File: src/rtl/spi_pause_pkg.sv
package spi_pause_pkg;
    localparam int PIN_CS   = 0;
    localparam int PIN_SCK  = 1;
    localparam int PIN_HOLD = 2;
    localparam int NUM_PINS = 3;
    localparam logic [NUM_PINS-1:0] PIN_IDLE = 3'b101;

    typedef enum logic [1:0] {
        HS_IDLE,
        HS_HELD_LO,
        HS_HELD_HI
    } hold_st_t;

    typedef enum logic [1:0] {
        SL_AWAKE,
        SL_ARMED,
        SL_ASLEEP,
        SL_WAKING
    } sleep_st_t;
endpackage

File: src/rtl/pin_sync.sv
module pin_sync #(
    parameter int WIDTH = 3,
    parameter int STAGES = 2,
    parameter logic [WIDTH-1:0] RST_VAL = '0
) (
    input  logic             clk,
    input  logic             rst_n,
    input  logic [WIDTH-1:0] pin_i,
    output logic [WIDTH-1:0] lvl_o,
    output logic [WIDTH-1:0] rise_o,
    output logic [WIDTH-1:0] fall_o
);
    logic [WIDTH-1:0] prev_q;

    for (genvar b = 0; b < WIDTH; b++) begin : g_bit
        logic [STAGES-1:0] chain_q;
        always_ff @(posedge clk or negedge rst_n) begin
            if (!rst_n) chain_q <= {STAGES{RST_VAL[b]}};
            else if (STAGES == 1) chain_q <= pin_i[b];
            else chain_q <= {chain_q[STAGES-2:0], pin_i[b]};
        end
        assign lvl_o[b] = chain_q[STAGES-1];
    end

    always_ff @(posedge clk or negedge rst_n) begin
        if (!rst_n) prev_q <= RST_VAL;
        else prev_q <= lvl_o;
    end

    assign rise_o = lvl_o & ~prev_q;
    assign fall_o = ~lvl_o & prev_q;
endmodule

File: src/rtl/hold_fsm.sv
module hold_fsm
    import spi_pause_pkg::*;
(
    input  logic clk,
    input  logic rst_n,
    input  logic cs_lvl,
    input  logic sck_lvl,
    input  logic hold_lvl,
    input  logic enable,
    output logic held,
    output logic abort
);
    hold_st_t state_q, state_d;

    always_comb begin
        state_d = state_q;
        unique case (state_q)
            HS_IDLE:
                if (!cs_lvl && !hold_lvl && enable)
                    state_d = sck_lvl ? HS_HELD_HI : HS_HELD_LO;
            HS_HELD_LO:
                if (cs_lvl || (hold_lvl && !sck_lvl)) state_d = HS_IDLE;
            HS_HELD_HI:
                if (cs_lvl || (hold_lvl && sck_lvl)) state_d = HS_IDLE;
            default: state_d = HS_IDLE;
        endcase
    end

    always_ff @(posedge clk or negedge rst_n) begin
        if (!rst_n) state_q <= HS_IDLE;
        else state_q <= state_d;
    end

    always_comb begin
        held  = (state_q != HS_IDLE);
        abort = held && cs_lvl;
    end
endmodule

File: src/rtl/sleep_fsm.sv
module sleep_fsm
    import spi_pause_pkg::*;
#(
    parameter int WAKE_CYCLES = 100000
) (
    input  logic clk,
    input  logic rst_n,
    input  logic sleep_req,
    input  logic cs_rise,
    input  logic cs_fall,
    input  logic sck_rise,
    input  logic held,
    output logic ready,
    output logic asleep,
    output logic wake_err
);
    localparam int CNT_W = $clog2(WAKE_CYCLES + 1);
    localparam logic [CNT_W-1:0] CNT_LAST = CNT_W'(WAKE_CYCLES - 1);

    sleep_st_t state_q, state_d;
    logic [CNT_W-1:0] cnt_q, cnt_d;

    always_comb begin
        state_d = state_q;
        cnt_d   = cnt_q;
        unique case (state_q)
            SL_AWAKE:
                if (sleep_req) state_d = SL_ARMED;
            SL_ARMED:
                if (cs_rise) state_d = held ? SL_AWAKE : SL_ASLEEP;
                else if (sck_rise && !held) state_d = SL_AWAKE;
            SL_ASLEEP:
                if (cs_fall) begin
                    state_d = SL_WAKING;
                    cnt_d   = '0;
                end
            SL_WAKING:
                if (cnt_q == CNT_LAST) state_d = SL_AWAKE;
                else cnt_d = cnt_q + 1'b1;
            default: state_d = SL_AWAKE;
        endcase
    end

    always_ff @(posedge clk or negedge rst_n) begin
        if (!rst_n) begin
            state_q <= SL_AWAKE;
            cnt_q   <= '0;
        end else begin
            state_q <= state_d;
            cnt_q   <= cnt_d;
        end
    end

    always_comb begin
        asleep   = (state_q == SL_ASLEEP);
        ready    = (state_q == SL_AWAKE) || (state_q == SL_ARMED);
        wake_err = (state_q == SL_WAKING) && cs_fall;
    end
endmodule

File: src/rtl/spi_pause_sleep_ctrl.sv
module spi_pause_sleep_ctrl
    import spi_pause_pkg::*;
#(
    parameter int SYNC_STAGES = 2,
    parameter int WAKE_CYCLES = 100000
) (
    input  logic clk,
    input  logic rst_n,
    input  logic cs_n,
    input  logic sck,
    input  logic hold_n,
    input  logic sleep_req,
    output logic eng_freeze,
    output logic so_en,
    output logic asleep,
    output logic ready,
    output logic cmd_abort,
    output logic wake_err
);
    logic [NUM_PINS-1:0] pin_raw, pin_lvl, pin_rise, pin_fall;
    logic held;

    assign pin_raw[PIN_CS]   = cs_n;
    assign pin_raw[PIN_SCK]  = sck;
    assign pin_raw[PIN_HOLD] = hold_n;

    pin_sync #(
        .WIDTH(NUM_PINS),
        .STAGES(SYNC_STAGES),
        .RST_VAL(PIN_IDLE)
    ) u_sync (
        .clk(clk), .rst_n(rst_n), .pin_i(pin_raw),
        .lvl_o(pin_lvl), .rise_o(pin_rise), .fall_o(pin_fall)
    );

    hold_fsm u_hold (
        .clk(clk), .rst_n(rst_n),
        .cs_lvl(pin_lvl[PIN_CS]), .sck_lvl(pin_lvl[PIN_SCK]),
        .hold_lvl(pin_lvl[PIN_HOLD]), .enable(ready),
        .held(held), .abort(cmd_abort)
    );

    sleep_fsm #(.WAKE_CYCLES(WAKE_CYCLES)) u_sleep (
        .clk(clk), .rst_n(rst_n), .sleep_req(sleep_req),
        .cs_rise(pin_rise[PIN_CS]), .cs_fall(pin_fall[PIN_CS]),
        .sck_rise(pin_rise[PIN_SCK]), .held(held),
        .ready(ready), .asleep(asleep), .wake_err(wake_err)
    );

    assign eng_freeze = held || !ready;
    assign so_en      = !pin_lvl[PIN_CS] && !held && ready;
endmodule

File: config.mk
export PLATFORM = sky130hd
export DESIGN_NAME = spi_pause_sleep_ctrl
export DESIGN_NICKNAME = d
export VERILOG_FILES = /design/src/rtl/spi_pause_pkg.sv /design/src/rtl/pin_sync.sv /design/src/rtl/hold_fsm.sv /design/src/rtl/sleep_fsm.sv /design/src/rtl/spi_pause_sleep_ctrl.sv
export SDC_FILE = /design/constraint.sdc
export NUM_CORES = 1
export LEC_CHECK = 0
export ABC_AREA = 1
export BUFFER_PORTS_ARGS = -buffer_cell sky130_fd_sc_hd__buf_2
export CAP_MARGIN = 20
export CORE_MARGIN = 5
export CORE_UTILIZATION = 60
export CTS_CLUSTER_SIZE = 24
export DETAILED_ROUTE_END_ITERATION = 7
export GPL_ROUTABILITY_DRIVEN = 1
export PLACE_DENSITY = 0.9
export SETUP_SLACK_MARGIN = 0.4
export SLEW_MARGIN = 20
export SYNTH_ARGS = -nofsm -noshare
export SYNTH_HDL_FRONTEND = slang
export SYNTH_SLANG_ARGS = --single-unit
File: constraint.sdc
create_clock -name clk -period 2.9 [get_ports clk]
set_clock_uncertainty 0.2 [all_clocks]
set_input_delay 0.58 -clock clk [delete_from_list [all_inputs] [get_ports clk]]
set_output_delay 0.58 -clock clk [all_outputs]
set_load 0.01 [all_outputs]
-- Yosys cells after proc, flatten, opt, wreduce, memory -nomap -nowiden
Cells that the tools add are included.
- bits in registers: 29
- bits of input ports: 6
- word-level logic and storage cells: 66
- $add $sub $neg: 1
- equal/unequal tests: 14
- mux-type cells: 15
- bitwise gates (word level): 4
- reduce and logical (&&, ||, !) cells: 25
- operator list (kind ; number):
    2-to-1 mux 17 bit ; 2
    case mux 17 bit (2 select lines) ; 1
    2-to-1 mux 2 bit ; 10
    adder 17 x 1 -> 17 bit, second input constant ; 1
    equality test 17 bit, second input constant ; 1
    != test 2 x 1 -> 1 bit, second input constant ; 5
    logical AND 1 bit ; 9
    case mux 2 bit (4 select lines) ; 1
    equality test 2 bit, second input constant ; 3
    case mux 2 bit (3 select lines) ; 1
    AND reduction 3 bit ; 2
    logical NOT 1 bit ; 5
    equality test 2 x 1 -> 1 bit, second input constant ; 2
    logical NOT 2 bit ; 2
    logical OR 1 bit ; 4
    != test 2 bit, second input constant ; 2
    AND reduction 4 bit ; 1
    nonzero test 2 bit ; 2
    != test 3 x 2 -> 1 bit, second input constant ; 1
    bitwise AND 2 bit ; 1
    inverter 2 bit ; 1
    bitwise AND 1 bit ; 1
    inverter 1 bit ; 1

-- Logic depth before layout (Yosys ltp)
Gate-level depths: netlist of the first run.
- depth after elaboration: 6
- depth in mapped cells: 10
- mapped depth without buffers: 10

-- Modules after synthesis
From an unflattened synthesis of the first run, not the netlist that was laid out.
- cell total of the unflattened synthesis: 234
- area total of the unflattened synthesis: 1714.1 µm²
- modules (own cells, without submodules) (module ; instances ; cells an instance ; area an instance (µm²) ; sequential area each (µm²)):
    sleep_fsm ; 1 ; 183 ; 1249.9 ; 475.5
    pin_sync ; 1 ; 24 ; 300.3 ; 232.7
    hold_fsm ; 1 ; 24 ; 147.6 ; 50.0
    spi_pause_sleep_ctrl ; 1 ; 3 ; 16.3 ; 0.0

-- Least setup slack after synthesis of the first run
Ideal clock, no wire load.
- path kind: register to output
- start: register u_hold.state_q[0]
- end: output so_en
- arrival: 0.938 ns
- slack: 1.182 ns
- cell stages (with the launch flop): 4
- buffers on the path: 0
- cells stage by stage: dfrtp_1 > nor2_1 > nand2_1 > nor2_1
- cells in the longest elaborated chain, start to end: 4
- ends and longest elaborated chain (what ; RTL line ; source):
    start: declaration ; hold_fsm.sv:13 ; hold_st_t state_q, state_d;
    start signal: assignment ; hold_fsm.sv:31 ; else state_q <= state_d;
    nonzero test 2 bit ; hold_fsm.sv:35 ; held = (state_q != HS_IDLE);
    logical NOT 1 bit ; spi_pause_sleep_ctrl.sv:51 ; assign so_en = !pin_lvl[PIN_CS] && !held && ready;
    logical AND 1 bit (2 in a row) ; spi_pause_sleep_ctrl.sv:51 ;
    end: declaration ; spi_pause_sleep_ctrl.sv:14 ; output logic so_en,
Every way passes these cells.

-- Worst setup path in the final report of the first run
Same ends and word-level chain as after synthesis.

==> results.yml, run 1 <==
yosys:
  ys_seq_area_share_pct: 45.5
  yosysUniqueCellTypes: 26
  synth_seq_cells: 29
  synth_top_family_by_area: "simple AND/OR/NAND/NOR gates"
  synth_top_cell_area_share_pct: 37.3
  synth_cells: 218
  yosys.area_share.simple_pct: 37.0
  syn_area_per_cell_um2: 7.39
  synth_top_area_cell: "dfrtp_1"
  synthMuxAreaShare_pct: 0
  ys_warn_count: 0
  synthTopCellsByArea: "dfrtp_1 (37%), nand2_1 (15%), nand3_1 (9.0%), dfstp_2 (8.2%), nor2_1 (7.7%)"
  syn_nets: 225
  synth_area_um2: 1610
  synthXorXnorAreaFrac_pct: 3.26
  synth-compound-area-share_pct: 6.92
  synthAdderAreaFrac_pct: 0.777
timing:
  finalSetupTns_ns: 0
  maxClockFrequency_ghz: 0.461
  hold_violations: 0
  min_period_ns: 2.17
  relSlewSlack_pct: 58.7
  setup_viol: 0
  worst_pin_slew_ns: 0.619
  hold_slack_ns: 0.0431
  maxSlewViolCount: 0
  rsz0062_at_grt: "false"
  fin_crit_sh_pct: 74.8
global_routing:
  grt_pass1_vias: 1315
  grt_overflow_total: 0
  grt_pass1_wl_um: 5580
  grt_max_degree: 30
  track_usage_pct: 20.1
  antenna_found_initial: 0
worst_hold_path:
  hold_path.class: "primary input to async pin"
clock_network:
  clockBufferDepth: 2
  holdBufCountCts: 0
  cts-root-buf: "clkbuf_4"
  cts_tree: "done"
  cts_inserted_buffers: 5
  cts.sinks: 29
  post_cts.repair.setup_buffers: 0
  ctsResizeCount: 0
  worstSkewPairLatency_ns: 0.34
  clk_pin_slew_ns: 0.10
  htreeDepth: 2
setup_path:
  worst_path_max_delay_cell: "dfrtp_1"
  r2r_end: "u_sleep.cnt_q[5]$_DFFE_PN0P_"
  worst-path-max-fanout: 5
  required_ns: 2.12
  cp_cell_sequence: "nor2_1 -> nand2_1 -> nor2_1 -> buf_2"
  end_kind: "output port"
  start_kind: "flip-flop"
  setup.worst_path.start: "u_hold.state_q[0]$_DFFE_PN0P_"
  cpMostUsedCell: "nor2_1"
  reg2reg_slack_ns: 0.83
  worst_ep_arrival_time_ns: 1.39
  reg2regPathDepth: 6
  r2r-start: "u_sleep.state_q[0]$_DFFE_PN0P_"
  max_stage_delay_ns: 0.43
  worstSetupPathType: "flip-flop to output port"
place:
  place.port_buffers: 11
  routabilityCongestion: 0.892
  hpwlAfterDp_um: 2350
routing:
  via_count: 1434
  drc: 0
  dr.pass1.iters: 5
  via_per_inst: 5.43
  wl_per_cell_um: 12.2
  routed_wl_um: 3230
  ant_nets: 0
  drt_first_iter_violations: 104
status:
  status: "finished clean"
floorplanning:
  ios: 12
  initial_core_util_pct: 63.8
  die_area_um2: 3820
  rows: 18
  fp.dieW_um: 61.8
  core_area_um2: 2520
  die_h_um: 61.8
cells_and_area:
  layout-drive-gt1-share_pct: 15.8
  fillCellCount: 212
  final_common_cell: "nand2_1"
  final_cell_mix: "nand2_1 (65), nor2_1 (33), nand3_1 (29), dfrtp_1 (24), inv_1 (18)"
  nNetsFinal: 240
  syn2layout_area_growth_pct: 9.79
  antennaDiodeCount: 0
power:
  p_per_area_nw_per_um2: 446
  ir_drop_mv: 0.555
  power_mw: 0.788
  p_leak_nw: 0.853
run:
  max_cap_viol_count: 0
stage by stage:
step	cell area (um^2)	util [%]	setup WS [ns]	std cells
after floorplan	1610	-	1.18	218
after global placement	1680	66.6	0.955	256
after detailed placement	1680	66.6	0.870	256
after CTS	1770	70.1	0.722	264
after global routing	1770	70.1	0.630	264
final	1770	70.1	0.732	264
worst max-delay path, delay by kind of cell, from the launching register on:
family,cells,cell delay (ns)
flip-flops,1,0.43
buffers and inverters,1,0.13
AND/OR/NAND/NOR,3,0.49
layout make-up:
class	count	area (um^2)	area share [%]
multi-input combinational	164	772	43.7
inverter	22	82.6	4.67
tap	30	37.5	2.12
clock inverter	2	37.5	2.12
sequential	29	732	41.4
clock buffer	6	51.3	2.90
timing repair buffer	11	55.1	3.11
metal layers:
metal	track usage (%)	share of wire (%)	up-vias	wire length [um]
met3	6.20	8.6	4	276
met4	7.27	1.1	0	35
met1	28.1	47	653	1510
met2	29.6	43	57	1400
li1	-	-	720	-
met5	0	0	-	0
cells in the mapped netlist, drive strengths merged:
library cell / instances
nand2: 68
nor2: 36
nand3: 29
dfrtp: 24
inv: 21
o21ai: 13
xor2: 6
dfstp: 5
buf: 3
nand4: 3
nor3: 2
o21bai: 2
a21oi: 1
a31oi: 1
clkinv: 1
ha: 1
o41ai: 1
or2: 1
flip-flops by register name, indices dropped and copies added (netlist names), named ones only:
| signal | flops |
|---|---|
| u_hold.state_q | 2 |
| u_sleep.state_q | 1 |
| u_sync.g_bit.chain_q | 6 |
| u_sync.prev_q | 2 |
| u_sleep.cnt_q | 17 |
worst max-delay path by stage:
stage                                               to  depth (start not counted)
after floorplan                                  so_en                          3
after global placement    u_sleep.cnt_q[5]$_DFFE_PN0P_                          6
after detailed placement  u_sleep.cnt_q[5]$_DFFE_PN0P_                          6
after CTS                                        so_en                          4
after global routing                             so_en                          4
final                                            so_en                          4
report_power, final:
group,switching [mW],internal [mW]
Clock,0.149,0.205
Sequential,0.00364,0.413
Combinational,0.0130,0.00522
cells by family after synthesis:
logic type      count (synthesis)
fa+ha+maj                       1
compound gates                 18
buf+inv                        25
flops                          29
xor+xnor                        6
simple gates                  139
Note: power is estimated with default switching activity, not from simulation.
==> run 2: changes to the inputs <==
--- a/config.mk
+++ b/config.mk
@@ -5,15 +5,15 @@
 export SDC_FILE = /design/constraint.sdc
 export NUM_CORES = 1
 export LEC_CHECK = 0
-export ABC_AREA = 1
+export ABC_AREA = 0
 export BUFFER_PORTS_ARGS = -buffer_cell sky130_fd_sc_hd__buf_2
 export CAP_MARGIN = 20
 export CORE_MARGIN = 5
-export CORE_UTILIZATION = 60
+export CORE_UTILIZATION = 52
 export CTS_CLUSTER_SIZE = 24
 export DETAILED_ROUTE_END_ITERATION = 7
 export GPL_ROUTABILITY_DRIVEN = 1
-export PLACE_DENSITY = 0.9
+export PLACE_DENSITY = 0.84
 export SETUP_SLACK_MARGIN = 0.4
 export SLEW_MARGIN = 20
 export SYNTH_ARGS = -nofsm -noshare
==> constraint.sdc (replaced) <==
create_clock -name clk -period 1.8 [get_ports clk]
set_clock_uncertainty 0.2 [all_clocks]
set_input_delay 0.36 -clock clk [delete_from_list [all_inputs] [get_ports clk]]
set_output_delay 0.36 -clock clk [all_outputs]
set_load 0.01 [all_outputs]
==> run 2 against run 1 <==
  * The run now ends with negative setup slack left
  * Design area grew 27%
  * Combinational power grew to 41 times the previous value
  * Hold slack gained 0.12 ns
==> results.yml, run 2 <==
status:
  status: "complete, but fails checks"
  violations: "negative setup slack"
setup_path:
  cp_cell_sequence: "or4b_4 -> nor4_4 -> buf_6 -> nor3_2 -> mux2i_1"
  end_kind: "flip-flop"
  worst-path-max-fanout: 5
  required_ns: 1.86
  worstSetupPathType: "flip-flop to flip-flop"
  crit_family: "simple AND/OR/NAND/NOR gates"
  worst_ep_arrival_time_ns: 2.08
  worst_path_max_delay_cell: "or4b_4"
  max_stage_delay_ns: 0.56
  start_kind: "flip-flop"
  critPathBufInv: 1
timing:
  worst_slack_ns: -0.220
  finalSetupTns_ns: -1.82
  relSlewSlack_pct: 56.9
  min_period_ns: 2.02
  maxClockFrequency_ghz: 0.495
  hold_violations: 0
  worst_pin_slew_ns: 0.647
  fin_crit_sh_pct: 112
  maxSlewViolCount: 0
  setup_viol: 11
  rsz0062_at_grt: "true"
cells_and_area:
  syn2layout_area_growth_pct: 59.7
  nNetsFinal: 204
  top_regs: "u_sleep.cnt_q: 17 flops, u_sync.g_bit.chain_q: 6 flops"
  largest_register: "u_sleep.cnt_q"
  largest_register_ffs: 17
  antennaDiodeCount: 0
  final_cell_mix: "buf_4 (23), buf_6 (23), dfrtp_1 (21), nand2_1 (10), nor2_1 (9)"
  layout-drive-gt1-share_pct: 59.1
  finish.instance_area_um2: 2250
  fillCellCount: 90
floorplanning:
  ios: 12
  die_h_um: 62.1
  initial_core_util_pct: 55.5
  rows: 18
  core_area_um2: 2540
  die_area_um2: 3860
  fp.dieW_um: 62.1
power:
  p_clk_share_pct: 26.8
  p_leak_nw: 1.03
  power.internal_mw: 1.37
  switchingPower_mw: 0.760
  power_mw: 2.13
  seqPwrFrac_pct: 38.3
  p_per_area_nw_per_um2: 945
  sw_frac_of_total_pct: 35.7
  ir_drop_mv: 1.00
  combPwrFrac_pct: 34.9
routing:
  via_count: 1475
  drt_first_iter_violations: 128
  drt-met1-wl_um: 1870
  wl_per_cell_um: 23.4
  routed_wl_um: 5330
  drc: 0
  routed-wl-met3_um: 337
  wl_met2_um: 2800
  ant_nets: 0
  highest_layer: "met4"
  via_per_inst: 6.47
  dr.pass1.iters: 4
clock_network:
  cts.sinks: 29
  cts_inserted_buffers: 5
  clockBufferDepth: 2
  cts-root-buf: "clkbuf_4"
  cts_tree: "done"
  clk_pin_slew_ns: 0.12
  htreeDepth: 2
  worstSkewPairLatency_ns: 0.34
global_routing:
  grt_max_degree: 30
  grt_pass1_vias: 1476
  grt_pass1_wl_um: 7180
  grt_overflow_total: 0
  track_usage_pct: 26.7
  antenna_found_initial: 0
yosys:
  synth_common_cells: "dfrtp_1 (24), nand2_1 (14), nor2_1 (11), a21oi_1 (8)"
  yosysUniqueCellTypes: 39
  ys.flop_type: "dfrtp_1"
  ys_warn_count: 0
  syn_nets: 145
  synth-compound-area-share_pct: 9.04
  synth_edf_count: 0
  synth_top_cell_area_share_pct: 42.6
  synthMuxAreaShare_pct: 4.26
  synth_area_um2: 1410
  synthAdderAreaFrac_pct: 0.887
  yosys.area_share.simple_pct: 27.6
  synth_top_family_by_area: "simple AND/OR/NAND/NOR gates"
  syn_area_per_cell_um2: 10.2
  ys_seq_area_share_pct: 51.9
  synth_cells: 138
  synthArstFlopShare_pct: 100
  synth_seq_cells: 29
  synthTopCellsByArea: "dfrtp_1 (43%), dfstp_2 (9.3%), mux2i_1 (4.3%), nand2_1 (3.7%), nor2_1 (2.9%)"
  synth_top_area_cell: "dfrtp_1"
  synthXorXnorAreaFrac_pct: 3.10
  yosysMostFrequentCell: "dfrtp_1"
place:
  dpl_worst_slack_ns: -0.134
  place.port_buffers: 11
  routabilityCongestion: 0.863
  hpwlAfterDp_um: 2360
  placed_area_um2: 1700
worst_hold_path:
  hold_path.class: "flip-flop to flip-flop"
run:
  max_cap_viol_count: 0
[run 2: cell count changes in the layout (fill, tap and decap cells not counted), moves of 6 or more]
| cell | change |
|---|---|
| nand2_1 | -55 |
| nand3_1 | -28 |
| nor2_1 | -24 |
| buf_4 | +23 |
| buf_6 | +23 |
| inv_1 | -13 |
| mux2i_1 | +6 |
| o21ai_0 | -6 |
[run 2: metrics by stage]
stage                     hold slack (ns)  util [%]  instances
final                               0.167      88.5        228
after global routing                0.173      88.5        228
after CTS                           0.125      82.7        220
after detailed placement            0.147      66.9        197
after global placement              0.138      66.9        197
after floorplan                    -0.136         -        138
[run 2: final timing paths]
| check | depth (start not counted) | startpoint | slack, ns | to |
|---|---|---|---|---|
| max | 5 | u_sleep.cnt_q[8]$_DFFE_PN0P_ | -0.22 | u_sleep.cnt_q[3]$_DFFE_PN0P_ |
| min | 0 | u_sync.g_bit[0].chain_q[0]$_DFF_PN1_ | 0.17 | u_sync.g_bit[0].chain_q[1]$_DFF_PN1_ |
| max reg2reg | 5 | u_sleep.cnt_q[8]$_DFFE_PN0P_ | -0.22 | u_sleep.cnt_q[3]$_DFFE_PN0P_ |
| min reg2reg | 0 | u_sync.g_bit[0].chain_q[0]$_DFF_PN1_ | 0.17 | u_sync.g_bit[0].chain_q[1]$_DFF_PN1_ |
| max in group asynchronous | 2 | rst_n | 0.58 | u_hold.state_q[0]$_DFFE_PN0P_ |
| min in group asynchronous | 2 | rst_n | 0.36 | u_sleep.cnt_q[15]$_DFFE_PN0P_ |
[run 2: final cells by class]
class,instances,area (um^2),share of cell area (%)
Sequential cell,29,736,32.6
Tap cell,30,37.5,1.67
Clock inverter,3,46.3,2.05
Timing Repair Buffer,56,502,22.3
Clock buffer,5,37.5,1.67
Multi-Input combinational cell,99,867,38.5
Inverter,6,27.5,1.22
[run 2: per-layer routing]
metal  track usage (%)  vias up
li1                  -      613
met5                 0        -
met1              29.5      724
met3              7.44       36
met2              46.3      102
met4              14.2        0
[run 2: cells by family (layout without fill, tap and decap cells)]
group,count (synthesis),count (layout)
AOI/OAI and AO/OA,21,21
xor gates and xnor gates,5,5
adders and majority gates,1,1
buffers and inverters,10,70
DFF,29,29
muxes,6,6
and+or+nand+nor,66,66
[run 2: power groups by stage]
stage | Clock, mW | Combinational (mW) | Sequential (mW)
6_report | 0.570 | 0.744 | 0.815
5_1_grt | 0.601 | 0.786 | 0.819
4_1_cts | 0.567 | 0.620 | 0.790
3_5_place_dp | 0 | 0.500 | 0.794
3_3_place_gp | 0 | 0.473 | 0.789
2_1_floorplan | 0 | 0.312 | 0.787
[run 2: timing repair]
| item | in CTS | in global routing |
|---|---|---|
| cloned | 0 | 1 |
| buffers inserted | 11 | 7 |
| endpoints found under the hold margin | 27 | 0 |
| pin swaps | 21 | 13 |
| setup endpoints to repair | 27 | 26 |
| gates resized for setup | 45 | 23 |
| hold buffers | 4 | 0 |
==> run 3: changes to the inputs <==
--- a/config.mk
+++ b/config.mk
@@ -13,7 +13,7 @@
 export CTS_CLUSTER_SIZE = 24
 export DETAILED_ROUTE_END_ITERATION = 7
 export GPL_ROUTABILITY_DRIVEN = 1
-export PLACE_DENSITY = 0.84
+export PLACE_DENSITY = 0.74
 export SETUP_SLACK_MARGIN = 0.4
 export SLEW_MARGIN = 20
 export SYNTH_ARGS = -nofsm -noshare
==> run 3 against run 2 <==
  * The flow still finishes with violations (negative setup slack)
  * Critical path depth fell by 1
  * Global-route usage fell by 5.3 points
  * Sequential cell count did not move
  * Hold slack got worse by 0.0072 ns
  * Die area did not move
  * Non-clock buffer count fell by 6
  * Largest cell class unchanged
  * Highest routed layer unchanged
==> results.yml, run 3 (synthesis results as in run 2) <==
place:
  dpl_worst_slack_ns: -0.124
  hpwlAfterDp_um: 2340
  place.port_buffers: 11
  placed_area_um2: 1700
  routabilityCongestion: 0.894
routing:
  dr.pass1.iters: 4
  wl_per_cell_um: 16.8
  drc: 0
  via_count: 1281
  routed_wl_um: 3730
  drt_first_iter_violations: 42
  ant_nets: 0
  via_per_inst: 5.77
timing:
  min_period_ns: 1.93
  relSlewSlack_pct: 56.6
  maxClockFrequency_ghz: 0.517
  hold_violations: 0
  maxSlewViolCount: 0
  rsz0062_at_grt: "true"
  worst_pin_slew_ns: 0.651
  setup_viol: 12
  worst_slack_ns: -0.135
  fin_crit_sh_pct: 107
power:
  ir_drop_mv: 1.13
  p_leak_nw: 0.937
  power_mw: 1.84
  p_per_area_nw_per_um2: 893
global_routing:
  track_usage_pct: 21.4
  antenna_found_initial: 0
  grt_pass1_wl_um: 5870
  grt_pass1_vias: 1257
  grt_max_degree: 30
  grt_overflow_total: 0
worst_hold_path:
  hold_path.class: "flip-flop to flip-flop"
  hold-path-cell-count: 0
  min_from: "u_sync.g_bit[1].chain_q[0]$_DFF_PN0_"
  holdPathEnd: "u_sync.g_bit[1].chain_q[1]$_DFF_PN0_"
floorplanning:
  die_area_um2: 3860
  rows: 18
  initial_core_util_pct: 55.5
  fp.dieW_um: 62.1
  core_area_um2: 2540
  die_h_um: 62.1
  ios: 12
setup_path:
  reg2reg_slack_ns: -0.13
  worst-path-max-fanout: 9
  end_kind: "flip-flop"
  r2r-start: "u_sleep.cnt_q[11]$_DFFE_PN0P_"
  start_kind: "flip-flop"
  worstSetupPathType: "flip-flop to flip-flop"
  reg2regPathDepth: 4
  worst_ep_arrival_time_ns: 1.91
  r2r_end: "u_sleep.state_q[0]$_DFFE_PN0P_"
  required_ns: 1.78
clock_network:
  cts_inserted_buffers: 5
  cts.sinks: 29
  htreeDepth: 2
  cts-root-buf: "clkbuf_4"
  clockBufferDepth: 2
  worstSkewPairLatency_ns: 0.33
  clk_pin_slew_ns: 0.09
  cts_tree: "done"
cells_and_area:
  nNetsFinal: 198
  finish.instance_area_um2: 2060
  fillCellCount: 149
  layout-drive-gt1-share_pct: 50.0
  final_common_cell: "buf_4"
  largest_register: "u_sleep.cnt_q"
  fin_util_pct: 80.9
  top_regs: "u_sleep.cnt_q: 17 flops, u_sync.g_bit.chain_q: 6 flops"
  largest_register_ffs: 17
  syn2layout_area_growth_pct: 45.8
  antennaDiodeCount: 0
  final_cell_mix: "buf_4 (26), dfrtp_1 (24), buf_6 (14), nand2_1 (12), nor2_1 (9)"
status:
  status: "complete, but fails checks"
  violations: "negative setup slack"
run:
  max_cap_viol_count: 0
run 3: cell count changes in the layout (fill, tap and decap cells not counted), moves of 3 or more:
cell,delta
dfrtp_1,+3
dfrtp_2,-3
buf_6,-9
buf_4,+3
nand3_1,+3
and3_4,-3
run 3: report_power, final:
part / leakage (nW) / switching (mW) / internal [mW] / total (mW)
sequential: 0.367 / 0.0594 / 0.724 / 0.784
clock: 0.0326 / 0.219 / 0.192 / 0.412
combinational: 0.537 / 0.317 / 0.326 / 0.643
run 3: layout make-up:
class	instances	area (um^2)	area share, %
Inverter	6	27.5	1.34
Tap cell	30	37.5	1.82
Multi-Input combinational cell	99	779	37.9
Sequential cell	29	732	35.6
Timing Repair Buffer	50	423	20.5
Clock buffer	8	58.8	2.86
run 3: how the worst max path moves through the flow:
stage / startpoint / endpoint
2_1_floorplan: u_sleep.cnt_q[6]$_DFFE_PN0P_ / u_sleep.cnt_q[5]$_DFFE_PN0P_
3_3_place_gp: u_sleep.cnt_q[11]$_DFFE_PN0P_ / u_sleep.cnt_q[0]$_DFFE_PN0P_
3_5_place_dp: u_sleep.cnt_q[8]$_DFFE_PN0P_ / u_sleep.cnt_q[0]$_DFFE_PN0P_
4_1_cts: u_sleep.cnt_q[8]$_DFFE_PN0P_ / u_sleep.cnt_q[0]$_DFFE_PN0P_
5_1_grt: u_sleep.cnt_q[11]$_DFFE_PN0P_ / u_sleep.cnt_q[4]$_DFFE_PN0P_
6_report: u_sleep.cnt_q[11]$_DFFE_PN0P_ / u_sleep.state_q[0]$_DFFE_PN0P_
run 3: metrics by stage:
| step | hold slack [ns] | setup TNS [ns] | cells |
|---|---|---|---|
| global route | 0.168 | -1.92 | 222 |
| floorplan | -0.136 | -1.25 | 138 |
| CTS | 0.160 | -0.919 | 217 |
| detailed placement | 0.142 | -0.845 | 196 |
| global placement | 0.137 | -0.711 | 196 |
| finish | 0.160 | -1.12 | 222 |
run 3: per-layer routing:
layer / global-route usage [%] / vias up / share of wire, %
li1: - / 604 / -
met5: 0 / - / 0
met2: 33.9 / 28 / 50
met1: 27.8 / 643 / 45
met3: 6.82 / 6 / 4.0
met4: 7.27 / 0 / 1.3
run 3: worst max-delay path, stage by stage (launching register included):
cell,delay [ns]
dfrtp_1,0.41
or4b_4,0.53
nor4_4,0.32
buf_6,0.18
o221ai_1,0.15
run 3: repair_timing:
action	CTS	global route
setup endpoints to repair	25	27
hold buffers	4	0
gates resized for setup	19	17
setup buffers	9	5
pin swaps	3	7
endpoints found under the hold margin	27	0
